### src/rtl/vme_irq_pkg.sv
package vme_irq_pkg;
  typedef enum logic {
    ACK_IDLE  = 1'b0,
    ACK_DRIVE = 1'b1
  } ack_state_e;
endpackage

### src/rtl/vir_vec_reg.sv
module vir_vec_reg #(
  parameter int WORD_W = 16,
  parameter int VEC_W  = 8
) (
  input  logic              clk,
  input  logic              rst_n,
  input  logic              wr_en,
  input  logic [WORD_W-1:0] wdata,
  output logic [VEC_W-1:0]  vec_o
);
  logic [VEC_W-1:0] vec_q, vec_d;

  always_comb begin
    vec_d = vec_q;
    if (wr_en) vec_d = wdata[VEC_W-1:0];
  end

  always_ff @(posedge clk or negedge rst_n) begin
    if (!rst_n) vec_q <= '0;
    else        vec_q <= vec_d;
  end

  assign vec_o = vec_q;
endmodule

### src/rtl/vir_req_track.sv
module vir_req_track #(
  parameter int LEVEL_W    = 3,
  parameter int NUM_LEVELS = 7
) (
  input  logic               clk,
  input  logic               rst_n,
  input  logic               set_i,
  input  logic               clr_i,
  input  logic               ack_done_i,
  input  logic [LEVEL_W-1:0] cfg_level_i,
  output logic               pending_o,
  output logic [NUM_LEVELS-1:0] irq_o
);
  logic pend_q, pend_d;

  // clear and acknowledge completion take priority over a set
  always_comb begin
    pend_d = pend_q;
    if (set_i)               pend_d = 1'b1;
    if (clr_i || ack_done_i) pend_d = 1'b0;
  end

  always_ff @(posedge clk or negedge rst_n) begin
    if (!rst_n) pend_q <= 1'b0;
    else        pend_q <= pend_d;
  end

  for (genvar g = 0; g < NUM_LEVELS; g++) begin : g_line
    assign irq_o[g] = pend_q && (cfg_level_i == LEVEL_W'(g + 1));
  end

  assign pending_o = pend_q;
endmodule

### src/rtl/vir_ack_ctrl.sv
module vir_ack_ctrl
  import vme_irq_pkg::*;
#(
  parameter int LEVEL_W = 3,
  parameter int VEC_W   = 8
) (
  input  logic               clk,
  input  logic               rst_n,
  input  logic               pending_i,
  input  logic [LEVEL_W-1:0] cfg_level_i,
  input  logic               iack_i,
  input  logic               ds_i,
  input  logic [LEVEL_W-1:0] ack_level_i,
  input  logic [VEC_W-1:0]   vec_i,
  output logic               iack_o,
  output logic [VEC_W-1:0]   data_o,
  output logic               data_oe_o,
  output logic               dtack_o,
  output logic               ack_done_o
);
  ack_state_e st_q, st_d;
  logic       enabled, claim;

  assign enabled = (cfg_level_i != '0);
  assign claim   = pending_i && enabled && (ack_level_i == cfg_level_i);

  always_comb begin
    st_d       = st_q;
    ack_done_o = 1'b0;
    case (st_q)
      ACK_IDLE:  if (iack_i && ds_i && claim) st_d = ACK_DRIVE;
      ACK_DRIVE: if (!ds_i) begin
        st_d       = ACK_IDLE;
        ack_done_o = 1'b1;
      end
      default:   st_d = ACK_IDLE;
    endcase
  end

  always_ff @(posedge clk or negedge rst_n) begin
    if (!rst_n) st_q <= ACK_IDLE;
    else        st_q <= st_d;
  end

  assign data_oe_o = (st_q == ACK_DRIVE);
  assign data_o    = data_oe_o ? vec_i : '0;
  assign dtack_o   = data_oe_o && ds_i;
  assign iack_o    = iack_i && (st_q == ACK_IDLE) && !claim;
endmodule

### src/rtl/vme_irq_responder.sv
module vme_irq_responder #(
  parameter int LEVEL_W    = 3,
  parameter int NUM_LEVELS = 7,
  parameter int VEC_W      = 8,
  parameter int WORD_W     = 16
) (
  input  logic                  clk,
  input  logic                  rst_n,
  input  logic [LEVEL_W-1:0]    cfg_level,
  input  logic                  vec_wr,
  input  logic [WORD_W-1:0]     vec_wdata,
  input  logic                  req_set,
  input  logic                  req_clr,
  input  logic                  iack_i,
  input  logic                  ds_i,
  input  logic [LEVEL_W-1:0]    ack_level,
  output logic [NUM_LEVELS-1:0] irq_o,
  output logic                  iack_o,
  output logic [VEC_W-1:0]      data_o,
  output logic                  data_oe_o,
  output logic                  dtack_o
);
  localparam int SYNC_STAGES = 2;

  logic [SYNC_STAGES-1:0] rst_sync_q;
  logic                   rst_int_n;
  logic [VEC_W-1:0]       vec;
  logic                   pending, ack_done;

  always_ff @(posedge clk or negedge rst_n) begin
    if (!rst_n) rst_sync_q <= '0;
    else        rst_sync_q <= {rst_sync_q[SYNC_STAGES-2:0], 1'b1};
  end
  assign rst_int_n = rst_sync_q[SYNC_STAGES-1];

  vir_vec_reg #(.WORD_W(WORD_W), .VEC_W(VEC_W)) u_vec (
    .clk(clk), .rst_n(rst_int_n), .wr_en(vec_wr), .wdata(vec_wdata), .vec_o(vec)
  );

  vir_req_track #(.LEVEL_W(LEVEL_W), .NUM_LEVELS(NUM_LEVELS)) u_req (
    .clk(clk), .rst_n(rst_int_n), .set_i(req_set), .clr_i(req_clr),
    .ack_done_i(ack_done), .cfg_level_i(cfg_level),
    .pending_o(pending), .irq_o(irq_o)
  );

  vir_ack_ctrl #(.LEVEL_W(LEVEL_W), .VEC_W(VEC_W)) u_ack (
    .clk(clk), .rst_n(rst_int_n), .pending_i(pending), .cfg_level_i(cfg_level),
    .iack_i(iack_i), .ds_i(ds_i), .ack_level_i(ack_level), .vec_i(vec),
    .iack_o(iack_o), .data_o(data_o), .data_oe_o(data_oe_o),
    .dtack_o(dtack_o), .ack_done_o(ack_done)
  );
endmodule

### config.mk
export PLATFORM = sky130hd
export DESIGN_NAME = vme_irq_responder
export DESIGN_NICKNAME = d
export VERILOG_FILES = /design/src/rtl/vme_irq_pkg.sv /design/src/rtl/vir_vec_reg.sv /design/src/rtl/vir_req_track.sv /design/src/rtl/vir_ack_ctrl.sv /design/src/rtl/vme_irq_responder.sv
export SDC_FILE = /design/constraint.sdc
export NUM_CORES = 1
export LEC_CHECK = 0
export BUFFER_PORTS_ARGS = -buffer_cell sky130_fd_sc_hd__buf_2
export CAP_MARGIN = 20
export CORE_ASPECT_RATIO = 1.2
export CORE_MARGIN = 4
export CORE_UTILIZATION = 38
export DETAILED_ROUTE_END_ITERATION = 16
export PLACE_DENSITY_LB_ADDON = 0.15
export SLEW_MARGIN = 20
export SYNTH_ARGS = -nofsm -noshare
export SYNTH_HDL_FRONTEND = slang
export SYNTH_SLANG_ARGS = --single-unit
### constraint.sdc
create_clock -name clk -period 1.1 [get_ports clk]
set_input_delay 0.165 -clock clk [delete_from_list [all_inputs] [get_ports clk]]
set_output_delay 0.165 -clock clk [all_outputs]
set_load 0.02 [all_outputs]
==> out/qor.yml <==
grt_antenna_before_repair: 0
fin_worst_skew_ns: 0.00135
avgRoutedWirePerCell_um: 12.7
synth_top_area_share: 0.494
detail_route.wirelength_um: 1560
outcome: "finished, violations left"
crit_fanout: 6
io_buffers: 38
grt_max_degree: 11
finalWorstSetupSlack_ns: -0.196
finalMaxSlewViolations: 0
gp_congestion: 0.641
viasPerCell: 4.80
numClockSinks: 12
synthCells: 56
cts_buffers: 3
synthTopCellsByArea: "dfrtp_1 49%, mux2_2 15%, and2_1 9.3%"
hold_viol_final: 0
grt_pass1_wl_um: 2530
fin_nets: 136
netlist-cell-type-count: 21
diodes: 0
dp_cells: 114
final_cells: 123
leakage_nw: 0.532
setup_viol: 19
dp_hpwl_um: 1080
ys_warn_count: 0
first_iter_violations: 4
yosysTopAreaCell: "dfrtp_1"
clkSlewWorstSetupHoldPaths_ns: 0.07
path_class: "reg -> out"
vias: 590
async_reset_ff_frac: 1.00
grt_overflow: 0
drtPass1Iterations: 4
post-route-period-util: 1.18
power_density_nw_per_um2: 981
p_total_mw: 1.06
synth_edf_count: 0
failed_checks: "setup timing"
ys_ff_latch: 12
layout-drive-gt1-share: 0.717
max_freq_ghz: 0.772
fp.dieW_um: 44.5
synthTopCellsByCount: "12 x dfrtp_1, 9 x and2_1, 8 x mux2_2"
cts_tree: "yes"
cp-end-kind: "output pin"
io_pins: 47
critPathArrivalTime_ns: 1.13
grt_usage: 0.149
rsz0062_at_grt: "yes"
crit_required_ns: 0.94
ir_drop_uv: 751
initial_core_util: 0.410
fin_crit_ns: 1.30
die-area_um2: 2310
antenna_left: 0
syn-cell-area_um2: 608
htreeDepth: 1
insertion_delay_ns: 0.26
ys.flop_type: "dfrtp_1"
cts_buffer_depth: 2
drc: 0
core-area_um2: 1480
maxCapViolCount: 0
grt_pass1_vias: 633
area_growth_pct: 77.2
hold_path.class: "in -> reg"
holdWs_ns: 0.0394
yosysSeqAreaShare: 0.494
start_kind: "flop"
die_h_um: 51.8
fp-row-count: 15
syn-num-nets: 85
synth.most_common_cell: "dfrtp_1"
root_buffer: "clkbuf_4"
synth_area_per_cell_um2: 10.9
[worst max-delay path, stage by stage, from the launching register on]
cell     delay, ns
dfrtp_2       0.46
buf_6         0.15
and2_4        0.13
buf_6         0.12
[path summary, 6_finish.rpt]
kind / cells after the start / slack [ns] / endpoint / from
min in group asynchronous: 0 / 0.16 / u_vec.vec_o[3] / rst_sync_q[1]
hold reg to reg: 0 / 0.16 / u_vec.vec_o[3] / rst_sync_q[1]
max in group asynchronous: 0 / 0.65 / u_ack.data_oe_o / rst_sync_q[1]
setup / recovery: 3 / -0.20 / data_o[1] / u_ack.data_oe_o
hold / removal: 2 / 0.04 / u_req.pending_o / req_clr
setup reg to reg: 4 / -0.02 / u_ack.data_oe_o / u_ack.data_oe_o
[per-stage QoR]
| stage | util | cell area [um2] | TNS (ns) | worst slack (ns) |
|---|---|---|---|---|
| floorplan | - | 626 | -0.0144 | -0.0144 |
| global placement | 0.583 | 865 | -0.197 | -0.153 |
| detailed placement | 0.583 | 865 | -0.246 | -0.174 |
| CTS | 0.711 | 1050 | -2.82 | -0.196 |
| global route | 0.727 | 1080 | -3.70 | -0.233 |
| finish | 0.727 | 1080 | -2.77 | -0.196 |
[logic make-up (layout without fill, tap and decap cells)]
| group | count (synthesis) | count (layout) | synth area share |
|---|---|---|---|
| AOI/OAI and AO/OA | 4 | 4 | 0.0617 |
| other | 1 | 1 | 0.00617 |
| and+or+nand+nor | 24 | 24 | 0.220 |
| muxes | 8 | 8 | 0.148 |
| xor gates and xnor gates | 3 | 3 | 0.0432 |
| buffers and inverters | 4 | 54 | 0.0267 |
| DFF | 12 | 12 | 0.494 |
[registers in the layout, summed over array words and instances, names as in the netlist]
signal	count
u_vec.vec_o	8
rst_sync_q	2
u_ack.data_oe_o	1
u_req.pending_o	1
[what timing repair did]
| item | CTS | global route |
|---|---|---|
| gates resized for setup | 41 | 5 |
| endpoints found under the setup margin | 18 | 18 |
| hold buffers | 1 | 0 |
| buffers inserted | 3 | 1 |
| hold endpoints to repair | 2 | 0 |
| pin swaps | 2 | 2 |
[area by class of cell]
| type | instances | area (um2) |
|---|---|---|
| fill | 111 | 405 |
| tap | 17 | 21.3 |
| inverter | 2 | 7.51 |
| sequential | 12 | 303 |
| clock buffer | 4 | 36.3 |
| timing repair buffer | 48 | 374 |
| multi-input combinational | 40 | 335 |
[per-layer routing]
layer  up-vias  GRT usage  share of wire
met5         -          0              0
li1        283          -              -
met2        23      0.304           0.58
met3         2     0.0311          0.065
met1       282      0.137           0.35
met4         0     0.0452         0.0071
[layout by cell type, fill, tap and decap left out, types with 2 or more instances in the layout]
cell type and count:
nor2_1 6, buf_2 20, xor2_1 2, inv_1 2, dfrtp_2 2, and2_4 9
clkbuf_4 3, dfrtp_1 10, nor3_2 2, buf_6 13, mux2_2 8, buf_4 13
[power breakdown]
| part | leakage (nW) | total, mW | switching, mW | internal, mW |
|---|---|---|---|---|
| Combinational | 0.370 | 0.211 | 0.0897 | 0.122 |
| Sequential | 0.140 | 0.506 | 0.0282 | 0.478 |
| Clock | 0.0210 | 0.339 | 0.139 | 0.201 |
| Total | 0.532 | 1.06 | 0.256 | 0.800 |
(Power assumes the default switching activity.)
